## src/rtl/wdg_pkg.sv

```systemverilog
package wdg_pkg;

    // One instruction slot worth of command strobes
    typedef struct packed {
        logic dis;
        logic rst;
        logic oth;
    } cmd_t;

    // Sequencer state
    typedef struct packed {
        logic en;
        logic armed;
    } ctl_state_t;

endpackage

```

## src/rtl/wdg_arm_ctl.sv

```systemverilog
module wdg_arm_ctl
    import wdg_pkg::*;
(
    input  logic clk,
    input  logic rst_n,
    input  cmd_t cmd,
    input  logic backup,
    output logic en,
    output logic armed
);

    ctl_state_t st_d, st_q;
    logic       any_instr;

    always_comb begin
        st_d      = st_q;
        any_instr = cmd.dis | cmd.rst | cmd.oth;
        if (backup) begin
            st_d.en    = 1'b1;
            st_d.armed = 1'b0;
        end else begin
            if (st_q.armed && cmd.rst) begin
                st_d.en = 1'b0;
            end
            if (cmd.dis) begin
                st_d.armed = 1'b1;
            end else if (any_instr) begin
                st_d.armed = 1'b0;
            end
        end
    end

    always_ff @(posedge clk) begin
        if (!rst_n) begin
            st_q <= '{en: 1'b1, armed: 1'b0};
        end else begin
            st_q <= st_d;
        end
    end

    assign en    = st_q.en;
    assign armed = st_q.armed;


    backup_enables_chk: assert property (@(posedge clk) disable iff (!rst_n)
        backup |=> en);


    seq_disables_chk: assert property (@(posedge clk) disable iff (!rst_n)
        (armed && cmd.rst && !backup) |=> !en);


    flag_holds_chk: assert property (@(posedge clk) disable iff (!rst_n)
        (!backup && !(armed && cmd.rst)) |=> $stable(en));


    arm_expires_chk: assert property (@(posedge clk) disable iff (!rst_n)
        ((cmd.rst || cmd.oth) && !cmd.dis) |=> !armed);

endmodule

```

## src/rtl/wdg_down_cnt.sv

```systemverilog
module wdg_down_cnt #(
    parameter int unsigned TIMEOUT = 4096
) (
    input  logic clk,
    input  logic rst_n,
    input  logic run,
    input  logic reload,
    input  logic tick,
    output logic req
);

    localparam int unsigned CW = (TIMEOUT > 2) ? $clog2(TIMEOUT) : 1;
    localparam logic [CW-1:0] LOAD = CW'(TIMEOUT - 1);

    typedef struct packed {
        logic [CW-1:0] cnt;
        logic          req;
    } cnt_state_t;

    cnt_state_t st_d, st_q;

    always_comb begin
        st_d     = st_q;
        st_d.req = 1'b0;
        if (reload) begin
            st_d.cnt = LOAD;
        end else if (run && tick) begin
            if (st_q.cnt == '0) begin
                st_d.cnt = LOAD;
                st_d.req = 1'b1;
            end else begin
                st_d.cnt = st_q.cnt - 1'b1;
            end
        end
    end

    always_ff @(posedge clk) begin
        if (!rst_n) begin
            st_q <= '{cnt: LOAD, req: 1'b0};
        end else begin
            st_q <= st_d;
        end
    end

    assign req = st_q.req;


    req_single_chk: assert property (@(posedge clk) disable iff (!rst_n)
        req |=> !req);


    reload_quiet_chk: assert property (@(posedge clk) disable iff (!rst_n)
        reload |=> !req);


    no_tick_no_req_chk: assert property (@(posedge clk) disable iff (!rst_n)
        !tick |=> !req);


    idle_hold_chk: assert property (@(posedge clk) disable iff (!rst_n)
        (!run && !reload) |=> $stable(st_q.cnt));

endmodule

```

## src/rtl/wdog_guard.sv

```systemverilog
module wdog_guard #(
    parameter int unsigned TIMEOUT = 4096
) (
    input  logic clk,
    input  logic rst_n,
    input  logic tick_en,
    input  logic cmd_disable,
    input  logic cmd_restart,
    input  logic cmd_other,
    input  logic backup_exit,
    output logic rst_req,
    output logic wdt_enabled
);
    import wdg_pkg::*;

    cmd_t cmd;
    logic en_w;
    logic armed_w;
    logic reload_w;

    assign cmd      = '{dis: cmd_disable, rst: cmd_restart, oth: cmd_other};
    assign reload_w = cmd_restart | backup_exit;

    wdg_arm_ctl u_ctl (
        .clk    (clk),
        .rst_n  (rst_n),
        .cmd    (cmd),
        .backup (backup_exit),
        .en     (en_w),
        .armed  (armed_w)
    );

    wdg_down_cnt #(.TIMEOUT(TIMEOUT)) u_cnt (
        .clk    (clk),
        .rst_n  (rst_n),
        .run    (en_w),
        .reload (reload_w),
        .tick   (tick_en),
        .req    (rst_req)
    );

    assign wdt_enabled = en_w;


    off_no_req_chk: assert property (@(posedge clk) disable iff (!rst_n)
        (!wdt_enabled && !backup_exit) |=> !rst_req);


    reset_unarmed_chk: assert property (@(posedge clk)
        !rst_n |=> !armed_w);

endmodule

```

## config.mk

```make
export PLATFORM = sky130hd
export DESIGN_NAME = wdog_guard
export DESIGN_NICKNAME = d
export VERILOG_FILES = /design/src/rtl/wdg_pkg.sv /design/src/rtl/wdg_arm_ctl.sv /design/src/rtl/wdg_down_cnt.sv /design/src/rtl/wdog_guard.sv
export SDC_FILE = /design/constraint.sdc
export NUM_CORES = 1
export LEC_CHECK = 0
export ABC_AREA = 0
export ABC_CLOCK_PERIOD_IN_PS = 2900
export BUFFER_PORTS_ARGS = -buffer_cell sky130_fd_sc_hd__buf_2
export CAP_MARGIN = 25
export CORE_AREA = 2 2 39 41
export DETAILED_ROUTE_END_ITERATION = 12
export DIE_AREA = 0 0 41 43
export PLACE_DENSITY = 0.78
export SETUP_SLACK_MARGIN = 0.15
export SYNTH_ARGS = -nofsm -noshare
export SYNTH_HDL_FRONTEND = slang
export SYNTH_SLANG_ARGS = --single-unit
```

## constraint.sdc

```tcl
create_clock -name clk -period 2.9 [get_ports clk]
set_input_delay 0.29 -clock clk [delete_from_list [all_inputs] [get_ports clk]]
set_output_delay 0.29 -clock clk [all_outputs]
set_load 0.05 [all_outputs]
```

==> results.py, run 1 <==
metrics = {
    "outcome": {
        "status": "complete, no violations",
    },
    "synthesis": {
        "synth-main-ff-cell": "dfxtp_1",
        "syn-num-nets": 83,
        "synth_top_area_share_pct": 43.1,
        "ys_types": 24,
        "yosys_warnings": 0,
        "syn_area_per_cell_um2": 9.42,
        "yosysMostFrequentCell": "nand2_1",
        "synthTopCellsByCount": "16 x nand2_1, 15 x dfxtp_1, 8 x xor2_1",
        "yosys_register_bits": 15,
        "syn_area_um2": 697,
        "async_flop_share_pct": 0,
        "synth_area_leaders": "dfxtp_1 43%, xor2_1 10%, nand2_1 8.6%",
        "synth_top_cell_by_area": "dfxtp_1",
        "synth_seq_area_share_pct": 43.1,
        "syn_inst": 74,
        "synth_edf_count": 0,
    },
    "routing": {
        "routedWlPerCell_um": 11.9,
        "vias_per_cell": 5.03,
        "drt-initial-drc-count": 11,
        "first_pass_iters": 4,
        "drt-total-wl_mm": 1.19,
        "detail-route-antenna-nets": 0,
        "num_vias": 503,
        "remaining_drc_errors": 0,
    },
    "timing": {
        "worst_pin_slew_ps": 644,
        "drv_slew": 0,
        "setup_viol": 0,
        "max_freq_mhz": 530,
        "skew_ps": 0.896,
        "slew-limit-headroom_pct": 56.8,
        "period_needed_ps": 1890,
        "hold_violations": 0,
        "rsz0062_at_grt": "false",
        "min_period_over_period_pct": 65.1,
        "finalSetupTns_ps": 0,
    },
    "worst_setup_path": {
        "critPathTopFamily": "simple AND/OR/NAND/NOR gates",
        "endpoint_kind": "flip-flop",
        "cp.arrival_ps": 2030,
        "critPathKind": "flip-flop to flip-flop",
        "cp-start-kind": "flip-flop",
        "crit_chain": "inv_1 -> ha_1 -> nor4b_1 -> and4_1 -> nor3_2 -> nand3_1",
        "reg2reg_slack_ps": 1010,
        "cp_max_fo": 11,
        "required_ps": 3040,
        "cpMaxStageDelayCell": "nor3_2",
        "cp_slowest_stage_delay_ps": 540,
        "crit_buf_inv": 1,
    },
    "hold_path": {
        "hp-class": "primary input to flip-flop",
    },
    "cts": {
        "cts_tree": "yes",
        "postCtsSetupBuffers": 0,
        "clk_pin_slew_ps": 90,
        "cts.sinks": 15,
        "h-tree-depth": 1,
        "cts_hold_buf": 0,
        "clk_latency_ps": 280,
        "cts_buffers": 3,
        "max-clock-path-buffers": 2,
        "cts_resized": 0,
        "root_buffer": "clkbuf_4",
    },
    "placed_design": {
        "place_area_um2": 742,
        "gp_congestion": 0.815,
        "hpwlAfterDp_um": 826,
        "portBuffers": 8,
    },
    "final_layout": {
        "layout.nets": 94,
        "n_antenna_cell": 0,
        "area_growth_pct": 10.2,
        "drive_gt1_share_pct": 16.7,
        "fill_cells": 122,
        "stdcell_area_um2": 768,
        "multiInputGateArea_um2": 374,
        "seqCellArea_um2": 300,
    },
    "grt": {
        "antenna_found_initial": 0,
        "grt_max_degree": 12,
        "grt.overflow.total": 0,
        "grt_util_all_layers_pct": 16.3,
        "grt_pass1_wl_mm": 1.95,
        "grt_pass1_vias": 471,
    },
    "floorplan": {
        "start_util_pct": 50.4,
        "die_h_um": 43,
        "ios": 9,
        "die_area_mm2": 0.00176,
        "fp.coreArea_mm2": 0.00138,
        "rows": 14,
        "die_x_um": 41,
    },
    "power_and_ir_drop": {
        "peakVddDrop_v": 0.000215,
        "p_leak_uw": 0.000308,
        "power_density_mw_per_mm2": 451,
    },
    "job": {
        "cap_violations": 0,
    },
}
==> final timing paths <==
kind                              startpoint  cells after the start                         end
hold / removal                   cmd_disable                      3    u_ctl.armed$_SDFFE_PP0P_
hold reg to reg     u_ctl.armed$_SDFFE_PP0P_                      2       u_ctl.en$_SDFFE_PP1P_
setup / recovery  u_cnt.st_q[1]$_SDFFE_PP1P_                      6  u_cnt.st_q[4]$_SDFFE_PP1P_
setup reg to reg  u_cnt.st_q[1]$_SDFFE_PP1P_                      6  u_cnt.st_q[4]$_SDFFE_PP1P_
==> flip-flops by register name, summed over array words and instances, names as in the netlist <==
register and cells:
u_cnt.req 1, u_ctl.armed 1, u_cnt.st_q 12, u_ctl.en 1
==> routing by layer <==
layer / part of all wire (%) / track usage [%] / routed length, um / vias to the layer above
met3: 4.0 / 3.66 / 47 / 4
met5: 0 / 0 / 0 / -
met1: 49 / 20.7 / 584 / 213
li1: - / - / - / 271
met4: 2.4 / 12.7 / 29 / 0
met2: 44 / 22.5 / 527 / 15
==> worst register-to-register path, delay by kind of cell, from the launching register on <==
kind          cells  cell delay, ps
fa+ha+maj         1             190
buf+inv           1              90
flops             1             440
simple gates      4            1030
==> cell families (layout without fill, tap and decap cells) <==
kind of cell	after synthesis	in the layout	synth area share (%)
xor gates and xnor gates	10	10	12.6
buffers and inverters	4	14	3.23
adders and majority gates	2	2	3.59
DFF	15	15	43.1
and+or+nand+nor	39	39	33.4
AOI/OAI and AO/OA	4	4	4.13
==> power by group <==
| group | switching (uW) | internal [uW] | total, uW |
|---|---|---|---|
| registers | 1.64 | 207 | 209 |
| logic | 10.7 | 6.79 | 17.5 |
| clock network | 66.8 | 53.4 | 120 |
==> cells in the final DEF (no fill, tap or decap) <==
cell type,instances
nand4_1,2
nor3_1,1
dfxtp_1,15
nor3b_1,2
nor4_4,2
nand2b_1,1
clkbuf_1,1
o41ai_1,1
and4_1,1
nand2_1,16
ha_1,2
o211ai_1,1
a21oi_1,1
and2_1,2
nand4b_1,2
nor3_2,1
xor2_1,8
nand3_1,3
nor2_1,5
a21o_1,1
nor4b_1,1
inv_1,2
buf_2,8
clkbuf_4,3
xnor2_1,2
==> final cells by class <==
cell class | count | area share (%)
Tap cell | 16 | 2.61
Sequential cell | 15 | 39.1
Timing Repair Buffer | 8 | 5.21
Clock buffer | 4 | 3.42
Inverter | 2 | 0.977
Multi-Input combinational cell | 55 | 48.7
==> per-stage QoR <==
stage,hold slack [ps],util [%],cells,power (uW),setup slack [ps]
floorplan,402,-,74,225,1330
global placement,468,53.6,96,231,1080
detailed placement,477,53.6,96,231,1000
CTS,211,55.5,100,352,985
global route,228,55.5,100,359,842
finish,213,55.5,100,347,1010
Power figures use the tool's default switching activity.
==> inputs of run 2 (changes only) <==
--- a/config.mk
+++ b/config.mk
@@ -6,13 +6,13 @@
 export NUM_CORES = 1
 export LEC_CHECK = 0
 export ABC_AREA = 0
-export ABC_CLOCK_PERIOD_IN_PS = 2900
+export ABC_CLOCK_PERIOD_IN_PS = 1600
 export BUFFER_PORTS_ARGS = -buffer_cell sky130_fd_sc_hd__buf_2
 export CAP_MARGIN = 25
-export CORE_AREA = 2 2 39 41
+export CORE_MARGIN = 1
+export CORE_UTILIZATION = 48
 export DETAILED_ROUTE_END_ITERATION = 12
-export DIE_AREA = 0 0 41 43
-export PLACE_DENSITY = 0.78
+export PLACE_DENSITY = 0.76
 export SETUP_SLACK_MARGIN = 0.15
 export SYNTH_ARGS = -nofsm -noshare
 export SYNTH_HDL_FRONTEND = slang
==> constraint.sdc (replaced) <==
create_clock -name clk -period 1.6 [get_ports clk]
set_input_delay 0.16 -clock clk [delete_from_list [all_inputs] [get_ports clk]]
set_output_delay 0.16 -clock clk [all_outputs]
set_load 0.05 [all_outputs]
==> results.py, run 2 (synthesized netlist as in run 1, its figures left out) <==
metrics = {
    "floorplan": {
        "start_util_pct": 52.3,
        "ios": 9,
        "die_area_mm2": 0.00161,
        "die_x_um": 40.1,
        "fp.coreArea_mm2": 0.00133,
        "die_h_um": 40.1,
        "rows": 13,
    },
    "worst_setup_path": {
        "cp_slowest_stage_delay_ps": 360,
        "cp-start-kind": "flip-flop",
        "reg2reg_slack_ps": 120,
        "endpoint_kind": "flip-flop",
        "startpoint": "u_cnt.st_q[1]$_SDFFE_PP1P_",
        "cp-endpoint": "u_cnt.st_q[4]$_SDFFE_PP1P_",
        "rr_startpoint": "u_cnt.st_q[1]$_SDFFE_PP1P_",
        "cpMaxStageDelayCell": "dfxtp_4",
        "path_depth": 7,
        "required_ps": 1770,
        "reg2reg_to": "u_cnt.st_q[4]$_SDFFE_PP1P_",
        "cp_max_fo": 6,
        "cp.arrival_ps": 1650,
        "crit_buf_inv": 2,
        "critPathKind": "flip-flop to flip-flop",
        "crit_chain": "inv_2 -> ha_2 -> nor4b_4 -> and4_1 -> nor3_2 -> buf_4 -> nand3_2",
        "reg2reg_depth": 7,
        "critPathTopFamily": "simple AND/OR/NAND/NOR gates",
    },
    "cts": {
        "clk_latency_ps": 280,
        "cts_buffers": 3,
        "max-clock-path-buffers": 2,
        "cts.sinks": 15,
        "h-tree-depth": 1,
        "clk_pin_slew_ps": 80,
        "root_buffer": "clkbuf_4",
        "cts_tree": "yes",
    },
    "timing": {
        "worst_pin_slew_ps": 341,
        "setup_viol": 0,
        "rsz0062_at_grt": "true",
        "min_period_over_period_pct": 92.6,
        "slew-limit-headroom_pct": 77.0,
        "skew_ps": 9.98,
        "drv_slew": 0,
        "max_freq_mhz": 675,
        "finalSetupTns_ps": 0,
        "hold_violations": 0,
        "period_needed_ps": 1480,
        "whs_ps": 97.2,
    },
    "placed_design": {
        "portBuffers": 8,
        "gp_congestion": 0.745,
        "hpwlAfterDp_um": 937,
    },
    "final_layout": {
        "seqCellArea_um2": 309,
        "area_growth_pct": 24.8,
        "largest_reg_flops": 12,
        "drive_gt1_share_pct": 38.5,
        "fill_cells": 103,
        "final_common_cell": "dfxtp_1",
        "multiInputGateArea_um2": 412,
        "final_cell_mix": "12 x dfxtp_1, 10 x nand2_1, 8 x xor2_1, 8 x buf_2",
        "layout.nets": 101,
        "top_register": "u_cnt.st_q",
        "n_antenna_cell": 0,
    },
    "power_and_ir_drop": {
        "pwr-share-seq_pct": 60.1,
        "switching_share_pct": 21.7,
        "p_switching_uw": 135,
        "p_leak_uw": 0.000362,
        "share_comb_of_total_power_pct": 6.8,
        "peakVddDrop_v": 0.000516,
        "clock_power_share_pct": 33.1,
        "power_density_mw_per_mm2": 718,
        "p_int_uw": 489,
    },
    "grt": {
        "grt_max_degree": 11,
        "grt_util_all_layers_pct": 20.3,
        "grt_pass1_vias": 467,
        "antenna_found_initial": 0,
        "grt.overflow.total": 0,
        "grt_pass1_wl_mm": 2.05,
    },
    "routing": {
        "remaining_drc_errors": 0,
        "routedWlPerCell_um": 12.7,
        "vias_per_cell": 5.21,
        "drt-total-wl_mm": 1.34,
        "drt-initial-drc-count": 14,
        "detail-route-antenna-nets": 0,
        "first_pass_iters": 4,
        "num_vias": 552,
    },
    "job": {
        "cap_violations": 0,
    },
    "hold_path": {
        "hp-class": "primary input to flip-flop",
    },
    "outcome": {
        "status": "complete, no violations",
    },
}
-- run 2: cell count changes in the layout (fill, tap and decap cells not counted), moves of 2 or more --
| cell | delta |
|---|---|
| dfxtp_1 | -3 |
| inv_2 | +2 |
| buf_4 | +6 |
| nand2_1 | -6 |
| dfxtp_4 | +2 |
| nand2_2 | +6 |
| inv_1 | -2 |
-- run 2: layout make-up --
class                      instances  share of cell area, %
tap                               15                   2.16
inverter                           2                  0.863
sequential                        15                   35.5
clock buffer                       4                   3.02
timing repair buffer              15                   11.1
multi-input combinational         55                   47.3
-- run 2: per-stage QoR --
| stage | utilization (%) | cell area [um^2] | std cells | setup WS, ps | power [uW] |
|---|---|---|---|---|---|
| after CTS | 61.9 | 826 | 106 | 155 | 629 |
| after floorplan | - | 701 | 74 | 174 | 409 |
| after global placement | 58.1 | 774 | 99 | 128 | 422 |
| after global routing | 65.2 | 870 | 106 | 38.4 | 654 |
| final | 65.2 | 870 | 106 | 119 | 624 |
| after detailed placement | 58.1 | 774 | 99 | 63.7 | 423 |
-- run 2: metal layers --
metal  GRT usage [%]  vias to the layer above  routed length [um]
li1                -                      292                   -
met1            25.0                      246                 622
met2            29.8                       10                 652
met3            8.33                        4                  45
met4            10.3                        0                  22
met5               0                        -                   0
-- run 2: worst min path at each step --
stage                            from                    endpoint  cells after the start
after global routing      cmd_disable    u_ctl.armed$_SDFFE_PP0P_                      3
after detailed placement  cmd_disable    u_ctl.armed$_SDFFE_PP0P_                      3
after global placement    cmd_disable    u_ctl.armed$_SDFFE_PP0P_                      3
final                     cmd_disable    u_ctl.armed$_SDFFE_PP0P_                      3
after CTS                 cmd_disable    u_ctl.armed$_SDFFE_PP0P_                      3
after floorplan           cmd_restart  u_cnt.st_q[4]$_SDFFE_PP1P_                      2
-- run 2: repair_timing --
action / in CTS / in global routing
setup endpoints to repair: 11 / 11
buffers inserted: 2 / 0
hold endpoints to repair: 0 / 0
hold buffers: 0 / 0
pin swaps: 2 / 4
cloned: 1 / 0
gates resized for setup: 3 / 14
-- run 2: power groups by stage --
stage / Clock, uW / Combinational, uW / Sequential, uW
floorplan: 0 / 20.4 / 389
global placement: 0 / 34.8 / 388
detailed placement: 0 / 35.3 / 388
CTS: 214 / 39.9 / 375
global route: 232 / 46.5 / 376
finish: 206 / 42.6 / 375
-- run 2: worst register-to-register path, delay by kind of cell (launching register included) --
kind | cells | cell delay (ps)
adder cells (fa/ha/maj) | 1 | 170
buffers and inverters | 2 | 240
AND/OR/NAND/NOR | 4 | 600
flip-flops | 1 | 360
==> inputs of run 3 (changes only) <==
--- a/config.mk
+++ b/config.mk
@@ -6,13 +6,13 @@
 export NUM_CORES = 1
 export LEC_CHECK = 0
 export ABC_AREA = 0
-export ABC_CLOCK_PERIOD_IN_PS = 1600
+export ABC_CLOCK_PERIOD_IN_PS = 1630
 export BUFFER_PORTS_ARGS = -buffer_cell sky130_fd_sc_hd__buf_2
 export CAP_MARGIN = 25
 export CORE_MARGIN = 1
-export CORE_UTILIZATION = 48
+export CORE_UTILIZATION = 53
 export DETAILED_ROUTE_END_ITERATION = 12
-export PLACE_DENSITY = 0.76
+export PLACE_DENSITY = 0.79
 export SETUP_SLACK_MARGIN = 0.15
 export SYNTH_ARGS = -nofsm -noshare
 export SYNTH_HDL_FRONTEND = slang
==> constraint.sdc (replaced) <==
create_clock -name clk -period 1.63 [get_ports clk]
set_input_delay 0.163 -clock clk [delete_from_list [all_inputs] [get_ports clk]]
set_output_delay 0.163 -clock clk [all_outputs]
set_load 0.05 [all_outputs]
==> results.py, run 3 (synthesized netlist as in run 1, its figures left out) <==
metrics = {
    "timing": {
        "whs_ps": 83.8,
        "rsz0062_at_grt": "true",
        "min_period_over_period_pct": 90.5,
        "skew_ps": 8.16,
        "slew-limit-headroom_pct": 76.0,
        "drv_slew": 0,
        "worst_pin_slew_ps": 357,
        "hold_violations": 0,
        "finalSetupTns_ps": 0,
        "setup_viol": 0,
        "period_needed_ps": 1470,
        "max_freq_mhz": 678,
    },
    "final_layout": {
        "post-route-util_pct": 73.4,
        "final_cell_mix": "13 x nand2_1, 12 x dfxtp_1, 8 x xor2_1, 8 x buf_2, 6 x buf_4",
        "area_growth_pct": 23.3,
        "seqCellArea_um2": 307,
        "layout.nets": 100,
        "drive_gt1_share_pct": 34.4,
        "largest_reg_flops": 12,
        "stdcell_area_um2": 860,
        "top_register": "u_cnt.st_q",
        "fill_cells": 89,
        "final_common_cell": "nand2_1",
        "fin_cells": 104,
        "multiInputGateArea_um2": 414,
        "n_antenna_cell": 0,
    },
    "placed_design": {
        "place_area_um2": 779,
        "hpwlAfterDp_um": 901,
        "dp_cells": 99,
        "portBuffers": 8,
        "gp_congestion": 0.783,
    },
    "routing": {
        "num_vias": 568,
        "drt-initial-drc-count": 12,
        "drt-total-wl_mm": 1.32,
        "first_pass_iters": 4,
        "vias_per_cell": 5.46,
        "remaining_drc_errors": 0,
        "routedWlPerCell_um": 12.7,
        "detail-route-antenna-nets": 0,
    },
    "worst_setup_path": {
        "cp-start-kind": "flip-flop",
        "endpoint_kind": "flip-flop",
        "critPathKind": "flip-flop to flip-flop",
        "cp.arrival_ps": 1650,
        "cp_max_fo": 8,
        "required_ps": 1810,
    },
    "cts": {
        "cts_hold_buf": 0,
        "cts_tree": "yes",
        "root_buffer": "clkbuf_4",
        "h-tree-depth": 1,
        "clk_pin_slew_ps": 90,
        "cts_buffers": 3,
        "max-clock-path-buffers": 2,
        "cts.sinks": 15,
        "clk_latency_ps": 280,
    },
    "floorplan": {
        "die_x_um": 38.3,
        "fp.coreArea_mm2": 0.00117,
        "rows": 12,
        "start_util_pct": 59.5,
        "die_h_um": 38.3,
        "ios": 9,
        "die_area_mm2": 0.00146,
    },
    "hold_path": {
        "hp-class": "primary input to flip-flop",
    },
    "grt": {
        "grt_util_all_layers_pct": 20.4,
        "grt_max_degree": 11,
        "grt_pass1_wl_mm": 2.01,
        "grt_pass1_vias": 491,
        "grt.overflow.total": 0,
        "antenna_found_initial": 0,
    },
    "job": {
        "cap_violations": 0,
    },
    "power_and_ir_drop": {
        "peakVddDrop_v": 0.000553,
        "p_leak_uw": 0.000351,
        "power_density_mw_per_mm2": 728,
    },
    "outcome": {
        "status": "complete, no violations",
    },
}
run 3: changes by cell type in the layout (fill, tap and decap cells not counted), sizes merged:
cell | previous run | this run
buf | 15 | 14
run 3: path summary, 6_finish.rpt:
path	from	endpoint	slack, ps	cells past startpoint
setup / recovery	u_cnt.st_q[2]$_SDFFE_PP1P_	u_cnt.st_q[10]$_SDFFE_PP1P_	160	7
hold / removal	cmd_disable	u_ctl.armed$_SDFFE_PP0P_	80	3
hold reg to reg	u_ctl.en$_SDFFE_PP1P_	u_ctl.en$_SDFFE_PP1P_	480	1
setup reg to reg	u_cnt.st_q[2]$_SDFFE_PP1P_	u_cnt.st_q[10]$_SDFFE_PP1P_	160	7
run 3: area by class of cell:
class | count | area share, %
multi-input combinational | 55 | 48.2
timing repair buffer | 14 | 9.90
inverter | 2 | 1.16
clock buffer | 4 | 3.06
tap | 14 | 2.04
sequential | 15 | 35.7
run 3: worst max-delay path, stage by stage, from the launching register on:
cell     delay, ps
dfxtp_2        350
inv_2           50
ha_4           150
nor4b_4        120
and4_1         230
nor3_2         210
buf_4          200
nand2_1         50
run 3: through the flow:
| stage | power, uW | setup WS, ps |
|---|---|---|
| after floorplan | 401 | 178 |
| after global placement | 417 | 108 |
| after detailed placement | 418 | 58.1 |
| after CTS | 626 | 162 |
| after global routing | 655 | 43.1 |
| final | 626 | 155 |
run 3: where the power goes:
group,switching [uW],internal [uW],leakage [uW]
combinational,23.9,18.9,0.000216
sequential,1.94,368,0.000121
clock,118,95.0,0.0000150
run 3: routing by layer:
metal  vias up  share of wire, %  global-route usage, %
met2        10                52                   33.5
met3         2               2.5                   5.23
met1       269                45                   24.1
li1        287                 -                      -
met5         -                 0                      0
met4         0               1.1                   10.7
run 3: timing repair:
| item | in CTS | in global routing |
|---|---|---|
| resized for setup | 3 | 10 |
| setup buffers | 1 | 0 |
| endpoints found under the setup margin | 10 | 10 |
| pin swaps | 2 | 3 |
